==> src/rtl/cfg_boot_pkg.sv <==
package cfg_boot_pkg;

  typedef enum logic [2:0] {
    ST_IDLE,
    ST_READ,
    ST_PAGE,
    ST_WAIT,
    ST_CFG,
    ST_DONE,
    ST_ERR
  } seq_st_t;

  typedef struct packed {
    logic [2:0] mode;
    logic [3:0] clk_sel;
    logic       decomp;
  } opt_cfg_t;

  // Field split of option word 0 (low nine bits).
  function automatic opt_cfg_t decode_cfg(input logic [8:0] w);
    opt_cfg_t c;
    c.mode    = w[2:0];
    c.clk_sel = w[7:4];
    c.decomp  = w[8];
    return c;
  endfunction

  // Lanes per transfer clock for a mode code.
  function automatic logic [3:0] lanes_of(input logic [2:0] m);
    logic [3:0] n;
    case (m)
      3'd0:    n = 4'd1;
      3'd1:    n = 4'd2;
      3'd2:    n = 4'd4;
      3'd3:    n = 4'd8;
      3'd4:    n = 4'd8;
      default: n = 4'd1;
    endcase
    return n;
  endfunction

endpackage

==> src/rtl/cfg_opt_fetch.sv <==
module cfg_opt_fetch #(
  parameter int AW     = 20,
  parameter int DW     = 16,
  parameter int NOPT   = 32,
  parameter logic [AW-1:0] BASE = 20'h08000,
  localparam int IDX_W = $clog2(NOPT)
) (
  input  logic             clk,
  input  logic             rst_n,
  input  logic             active,
  output logic             flash_req,
  output logic [AW-1:0]    flash_addr,
  input  logic             flash_valid,
  input  logic [DW-1:0]    flash_rdata,
  output logic             wr_en,
  output logic [IDX_W-1:0] wr_idx,
  output logic [DW-1:0]    wr_data,
  output logic             opt_last
);

  logic [IDX_W-1:0] idx_q;

  assign flash_req  = active;
  assign flash_addr = BASE + AW'(idx_q);
  assign wr_en      = active && flash_valid;
  assign wr_idx     = idx_q;
  assign wr_data    = flash_rdata;
  assign opt_last   = wr_en && (idx_q == IDX_W'(NOPT - 1));

  always_ff @(posedge clk or negedge rst_n) begin
    if (!rst_n)     idx_q <= '0;
    else if (wr_en) idx_q <= idx_q + 1'b1;
  end

endmodule

==> src/rtl/cfg_opt_store.sv <==
module cfg_opt_store
  import cfg_boot_pkg::*;
#(
  parameter int DW     = 16,
  parameter int NOPT   = 32,
  parameter int NPAGE  = 8,
  localparam int IDX_W = $clog2(NOPT),
  localparam int PSEL_W = $clog2(NPAGE)
) (
  input  logic              clk,
  input  logic              rst_n,
  input  logic              wr_en,
  input  logic [IDX_W-1:0]  wr_idx,
  input  logic [DW-1:0]     wr_data,
  input  logic [PSEL_W-1:0] page_q,
  output opt_cfg_t          cfg,
  output logic [DW-1:0]     page_word
);

  logic [DW-1:0] pg_q [NPAGE];
  opt_cfg_t      cfg_q;

  always_ff @(posedge clk or negedge rst_n) begin
    if (!rst_n) begin
      cfg_q <= '0;
      for (int p = 0; p < NPAGE; p++) pg_q[p] <= '0;
    end else if (wr_en) begin
      if (wr_idx == '0) cfg_q <= decode_cfg(wr_data[8:0]);
      for (int p = 0; p < NPAGE; p++)
        if (wr_idx == IDX_W'(p + 1)) pg_q[p] <= wr_data;
    end
  end

  assign cfg       = cfg_q;
  assign page_word = pg_q[page_q];

endmodule

==> src/rtl/cfg_seq_fsm.sv <==
module cfg_seq_fsm
  import cfg_boot_pkg::*;
#(
  parameter int PSEL_W = 3
) (
  input  logic              clk,
  input  logic              rst_n,
  input  logic              opt_last,
  input  logic              status_n,
  input  logic              conf_done,
  input  logic [PSEL_W-1:0] page_sel,
  output seq_st_t           state,
  output logic              page_cap,
  output logic [PSEL_W-1:0] page_q
);

  seq_st_t st_q, st_d;

  always_comb begin
    st_d = st_q;
    case (st_q)
      ST_IDLE: st_d = ST_READ;
      ST_READ: if (opt_last) st_d = ST_PAGE;
      ST_PAGE: st_d = ST_WAIT;
      ST_WAIT: if (status_n && !conf_done) st_d = ST_CFG;
      ST_CFG: begin
        if (!status_n)     st_d = ST_ERR;
        else if (conf_done) st_d = ST_DONE;
      end
      default: st_d = st_q;
    endcase
  end

  assign page_cap = (st_q == ST_PAGE);

  always_ff @(posedge clk or negedge rst_n) begin
    if (!rst_n) begin
      st_q   <= ST_IDLE;
      page_q <= '0;
    end else begin
      st_q <= st_d;
      if (page_cap) page_q <= page_sel;
    end
  end

  assign state = st_q;

endmodule

==> src/rtl/cfg_boot_seq.sv <==
module cfg_boot_seq
  import cfg_boot_pkg::*;
#(
  parameter int AW    = 20,
  parameter int DW    = 16,
  parameter int NOPT  = 32,
  parameter int NPAGE = 8,
  parameter logic [AW-1:0] BASE = 20'h08000,
  localparam int IDX_W  = $clog2(NOPT),
  localparam int PSEL_W = $clog2(NPAGE)
) (
  input  logic              clk,
  input  logic              rst_n,
  input  logic [PSEL_W-1:0] page_sel,
  input  logic              status_n,
  input  logic              conf_done,
  output logic              flash_req,
  output logic [AW-1:0]     flash_addr,
  input  logic              flash_valid,
  input  logic [DW-1:0]     flash_rdata,
  output logic              xfer_start,
  output logic [AW-1:0]     xfer_addr,
  output logic [2:0]        xfer_mode,
  output logic [3:0]        xfer_lanes,
  output logic [3:0]        xfer_clk_sel,
  output logic              xfer_decomp,
  output logic              cfg_done,
  output logic              cfg_error
);

  seq_st_t           state;
  logic              opt_last;
  logic              page_cap;
  logic [PSEL_W-1:0] page_q;
  logic              wr_en;
  logic [IDX_W-1:0]  wr_idx;
  logic [DW-1:0]     wr_data;
  opt_cfg_t          cfg;
  logic [DW-1:0]     page_word;

  cfg_opt_fetch #(.AW(AW), .DW(DW), .NOPT(NOPT), .BASE(BASE)) fetch_i (
    .clk(clk), .rst_n(rst_n), .active(state == ST_READ),
    .flash_req(flash_req), .flash_addr(flash_addr),
    .flash_valid(flash_valid), .flash_rdata(flash_rdata),
    .wr_en(wr_en), .wr_idx(wr_idx), .wr_data(wr_data), .opt_last(opt_last)
  );

  cfg_opt_store #(.DW(DW), .NOPT(NOPT), .NPAGE(NPAGE)) store_i (
    .clk(clk), .rst_n(rst_n), .wr_en(wr_en), .wr_idx(wr_idx),
    .wr_data(wr_data), .page_q(page_q), .cfg(cfg), .page_word(page_word)
  );

  cfg_seq_fsm #(.PSEL_W(PSEL_W)) fsm_i (
    .clk(clk), .rst_n(rst_n), .opt_last(opt_last), .status_n(status_n),
    .conf_done(conf_done), .page_sel(page_sel), .state(state),
    .page_cap(page_cap), .page_q(page_q)
  );

  assign xfer_start   = (state == ST_CFG);
  assign cfg_done     = (state == ST_DONE);
  assign cfg_error    = (state == ST_ERR);
  assign xfer_addr    = AW'(page_word);
  assign xfer_mode    = cfg.mode;
  assign xfer_lanes   = lanes_of(cfg.mode);
  assign xfer_clk_sel = cfg.clk_sel;
  assign xfer_decomp  = cfg.decomp;

endmodule

==> config.mk <==
export PLATFORM = sky130hd
export DESIGN_NAME = cfg_boot_seq
export DESIGN_NICKNAME = d
export VERILOG_FILES = /design/src/rtl/cfg_boot_pkg.sv /design/src/rtl/cfg_opt_fetch.sv /design/src/rtl/cfg_opt_store.sv /design/src/rtl/cfg_seq_fsm.sv /design/src/rtl/cfg_boot_seq.sv
export SDC_FILE = /design/constraint.sdc
export NUM_CORES = 1
export LEC_CHECK = 0
export BUFFER_PORTS_ARGS = -buffer_cell sky130_fd_sc_hd__buf_2
export CORE_MARGIN = 3
export CORE_UTILIZATION = 45
export CTS_CLUSTER_DIAMETER = 60
export DETAILED_ROUTE_END_ITERATION = 8
export SETUP_SLACK_MARGIN = 0.1
export SLEW_MARGIN = 5
export SYNTH_ARGS = -nofsm -noshare
export SYNTH_HDL_FRONTEND = slang
export SYNTH_SLANG_ARGS = --single-unit
==> constraint.sdc <==
create_clock -name clk -period 2.12 [get_ports clk]
set_input_delay 0.424 -clock clk [delete_from_list [all_inputs] [get_ports clk]]
set_output_delay 0.424 -clock clk [all_outputs]
set_load 0.01 [all_outputs]
== After elaboration in Yosys (flattened, before gate mapping) ==
Index checks and enable logic that the tools add are counted.
Operators by class
  reductions and logical operators: 18
  add/sub/neg operators: 2
  bitwise logic cells: 1
  equality and inequality tests: 22
  order comparisons: 1
  muxes and demuxes: 9
Operators with widths (number)
  binary-select mux 16 bit (select 3 bit): 1
  two-way mux 16 bit: 2
  == test 5 x 3 -> 1 bit, second input constant: 4
  AND reduction 2 bit: 9
  adder 16 x 5 -> 17 bit, first input constant: 1
  one-hot mux 3 bit (5 select lines): 1
  == test 3 x 2 -> 1 bit, second input constant: 4
  == test 3 bit, second input constant: 4
  two-way mux 3 bit: 4
  one-hot mux 4 bit (3 select lines): 1
  == test 5 x 2 -> 1 bit, second input constant: 2
  == test 3 x 1 -> 1 bit, second input constant: 2
  adder 5 x 1 -> 5 bit, second input constant: 1
  == test 5 x 1 -> 1 bit, second input constant: 1
  == test 5 x 4 -> 1 bit, second input constant: 1
  == test 5 bit, second input constant: 1
  zero test 5 bit: 1
  nonzero test 5 bit: 1
  greater-or-equal comparator 4 bit, second input constant: 1
  inverter 3 -> 4 bit: 1
  AND reduction 4 bit: 1
  logical AND 1 bit: 3
  zero test 3 bit: 1
  inequality test 3 bit, second input constant: 1
  4 further kinds: 4
Word-level totals
  output and inout bits: 56
  bits in registers: 147
  logic and storage cells: 67
  bits of input ports: 24

== Longest topological paths before layout ==
  word-level depth: 5
  depth in mapped cells: 6
  depth with buffers taken out: 5

== Cells and area by module ==
From an unflattened synthesis, not the netlist that was laid out.
Unflattened totals
  cell total of the unflattened synthesis: 450
  area, all modules: 7043.0 µm²
Modules (own cells, without submodules)
  cfg_opt_store: cells each 354, times used 1, area an instance 6117.1 µm², seq. area each 3403.3 µm²
  cfg_opt_fetch: cells each 57, times used 1, area an instance 534.3 µm², seq. area each 125.1 µm²
  cfg_seq_fsm: cells each 23, times used 1, area an instance 279.0 µm², seq. area each 150.1 µm²
  cfg_boot_seq: cells each 16, times used 1, area an instance 112.6 µm², seq. area each 0.0 µm²

== Least setup slack after synthesis ==
No wires, ideal clock.
  kind: reg-to-output
  start point: reg fsm_i.page_q[0]
  end point: out xfer_addr[0]
  data required time: 1.696 ns
  setup slack: 0.120 ns
  path buffers: 2
  data arrival time: 1.576 ns
  cell stages (with the launch flop): 5
  path through: dfrtp_1 > buf_2 > buf_2 > mux4_2 > mux2_2
On the way
  cells in the longest elaborated chain, start to end: 4
RTL lines
  from (decl): line cfg_seq_fsm.sv:14  | output logic [PSEL_W-1:0] page_q
  from (signal assigned): line cfg_seq_fsm.sv:42  | if (page_cap) page_q <= page_sel;
  inverter 3 -> 4 bit (not written as such): line cfg_opt_store.sv:35  | assign page_word = pg_q[page_q];
  binary-select mux 16 bit (select 3 bit): line cfg_opt_store.sv:35
  two-way mux 16 bit (not written as such) (2 in series): line cfg_opt_store.sv:35
  to (decl): line cfg_boot_seq.sv:22  | output logic [AW-1:0] xfer_addr,
Every way passes these cells. The select of a mux whose other input is x is not followed.

== Final worst setup path ==
  start point: reg fsm_i.page_q[0]
  end point: out xfer_addr[10]
The elaborated chain is that of the path after synthesis.

==> out/metrics.cfg <==
[yosys]
netlist.area_leader.share_pct = 52.6
yosysWarnings = 0
post_synth.cell_area_avg_um2 = 16.0
ys.flop_type = dfrtp_1
ys_ff_latch = 147
yosysSeqAreaShare_pct = 52.6
syn_area_um2 = 6990
syn_inst = 438
synth_largest_area_cell = dfrtp_1
synthTopCellsByArea = dfrtp_1 53%, mux2_2 22%, mux4_2 10%, mux2_4 4.3%, buf_4 2.0%
synth_edf_count = 0
ys_async_sr_fraction_pct = 100
synthDistinctLibCells = 35

[drt]
wl_per_cell_um = 19.7
vias = 3884
drt-total-wl_um = 14100
postRouteAntennaNets = 0
vias_per_cell = 5.44
drc_errors = 0
drt-pass1-iter-count = 4
drt_iter0_markers = 122

[setup_path]
critical-path-top-delay-family = multiplexers
crit_path_end_kind = output pin
cp.required_ps = 1700
critical_path_buf_inv_count = 2
start_kind = flop
worstSetupPathType = flop to output pin
critPathArrivalTime_ps = 1970
worstPathMaxFanout = 17
critPathMaxStageDelay_ps = 520
crit_slowest_cell = mux4_2
crit_chain = buf_12 > mux4_2 > mux2_2 > buf_6

[timing]
rsz0062_at_grt = yes
fin_ws_ps = -271
period_needed_ps = 2390
hold_violations = 1
max_slew.worst_pin.slew_ps = 614
worst_hold_slack_ps = -4.77
post-route-period-util_pct = 113
fmax_mhz = 418
setup_viol = 16
slew_violations = 0
fin_worst_skew_ps = 5.25
relSlewSlack_pct = 59.0

[clock_tree]
cts.clk_slew.worst_paths_ps = 60
cts_tree = done
root_buffer = clkbuf_16
cts.path.max_buffers = 2
cts_sinks = 147
post_cts_buffers = 0
htreeDepth = 4
tritoncts.num_buffers = 17
clkLatencyLatePin_ps = 410

[floorplanning]
core_um2 = 14900
rows = 44
fp.dieArea_um2 = 17100
die_height_um = 131
start_util_pct = 47.0
fp.dieW_um = 131
pin_count = 80

[global_route]
grt_overflow_total = 0
grt_pass1_wl_um = 23100
track_usage_pct = 18.2
grt_max_degree = 64
antenna_found_initial = 0
grt_pass1_vias = 4194

[place]
gp_congestion = 0.743
place_hpwl_um = 8950
io_buffers = 60
dp.cells = 684

[run]
drv_cap = 0

[worst_hold_path]
hold_path.class = input pin to asynchronous set/reset pin

[finish]
final_util_pct = 56.2
fin_nets = 548
drive_above_1_share_pct = 59.4
fillerInstances = 1202
instances_no_fill = 714
n_antenna_cell = 0
area_delta_synth_final_pct = 19.5

[outcome]
violations = hold timing, setup timing
status = complete, but fails checks

[power_and_ir_drop]
seqPwrFrac_pct = 48.5
pwr-share-comb_pct = 2.4
ir_drop_mv = 0.627
p_int_mw = 4.62
powerDensity_nw_per_um2 = 692
switchingPower_mw = 1.17
p_leak_nw = 4.27
clkPwrFrac_pct = 49.0
swShare_pct = 20.2

## worst paths after layout
| path | slack [ps] | end | depth (start not counted) | from |
|---|---|---|---|---|
| worst max-delay path | -270 | xfer_addr[10] | 4 | fsm_i.page_q[0] |
| worst min-delay path | -5 | store_i.pg_q[127] | 1 | rst_n |
| worst max register to register | 240 | store_i.pg_q[3] | 6 | fetch_i.wr_idx[0] |
| worst min register to register | 500 | store_i.cfg[1] | 1 | store_i.cfg[1] |
| max in group asynchronous | 1480 | fsm_i.page_q[1] | 2 | rst_n |
| min in group clk | 240 | fsm_i.page_q[2] | 2 | page_sel[2] |
## stage by stage
step | hold WS (ps) | setup slack, ps | TNS [ps] | instance area (um2) | power [mW]
after floorplan | 128 | 120 | 0 | 7060 | 2.90
after global placement | 455 | 138 | 0 | 7640 | 3.00
after detailed placement | 462 | 134 | 0 | 7640 | 3.00
after CTS | 22.5 | -316 | -4630 | 8340 | 5.87
after global routing | 29.2 | -368 | -5350 | 8350 | 6.01
final | -4.77 | -271 | -4010 | 8350 | 5.78
## cells in the final DEF, fill, tap and decap left out, types with 2 or more instances in the layout
master and instances:
and4bb_2 3, buf_12 10, buf_2 44, buf_4 18
buf_6 16, bufinv_16 2, clkbuf_1 6, clkbuf_16 17
clkbuf_8 2, clkinv_2 2, conb_1 19, dfrtp_1 146
ha_1 4, inv_1 3, mux2_2 122, mux2_4 34
mux4_2 32, nand2_1 5, nand2b_1 2, nand3_2 4
nand4b_2 2, nand4b_4 2, nor2_1 6, nor2b_1 3
nor3b_1 3, o21ai_0 4, xnor2_1 3
## what timing repair did
item / CTS / global route
cloned: 0 / 0
hold buffers: 0 / 0
resized for setup: 27 / 4
endpoints found under the setup margin: 16 / 32
## Yosys cell counts, types with 3 or more instances
library cell / number
and4bb_2: 3
xnor2_1: 3
dfrtp_1: 147
buf_4: 19
ha_1: 5
mux2_4: 20
mux4_2: 32
inv_1: 3
buf_2: 11
clkbuf_1: 6
mux2_2: 136
buf_6: 5
nand3_2: 4
nor2_1: 6
nor3b_1: 3
o21ai_0: 4
nor2b_1: 3
nand2_1: 5
## flip-flops by register name, summed over array words and instances (netlist names)
register / count
store_i.pg_q: 128
store_i.cfg: 8
fetch_i.wr_idx: 5
fsm_i.page_q: 3
fsm_i.state: 3
## area by class of cell
class	instances	area [um2]	area share [%]
sequential	147	3680	44.1
multi-input combinational	262	3140	37.6
clock inverter	5	77.6	0.929
tap	184	230	2.76
timing repair buffer	88	736	8.81
inverter	3	11.3	0.135
clock buffer	25	475	5.69
## power by group through the flow
stage	logic, mW	clock network (mW)	registers [mW]
global route	0.166	3.04	2.81
finish	0.141	2.84	2.81
detailed placement	0.148	0	2.86
CTS	0.148	2.91	2.81
floorplan	0.0463	0	2.86
global placement	0.143	0	2.86
## cells by family (layout without fill, tap and decap cells)
| kind of cell | Yosys count | in the layout | synth area share (%) |
|---|---|---|---|
| AO/OA/AOI/OAI | 8 | 8 | 0.752 |
| multiplexers | 188 | 188 | 36.5 |
| XOR/XNOR | 4 | 4 | 0.501 |
| other | 2 | 19 | 0.107 |
| buffers and inverters | 46 | 121 | 4.22 |
| adder cells (fa/ha/maj) | 5 | 5 | 0.895 |
| AND/OR/NAND/NOR | 38 | 38 | 4.40 |
| flip-flops | 147 | 147 | 52.6 |
## routing by layer
layer	routed length, um	global-route usage [%]	vias up
met2	7100	29.8	76
met1	6290	23.9	2051
met5	0	0	-
met4	131	4.90	0
li1	-	-	1744
met3	571	5.37	13
No activity file was read; power rests on OpenSTA's default activity.
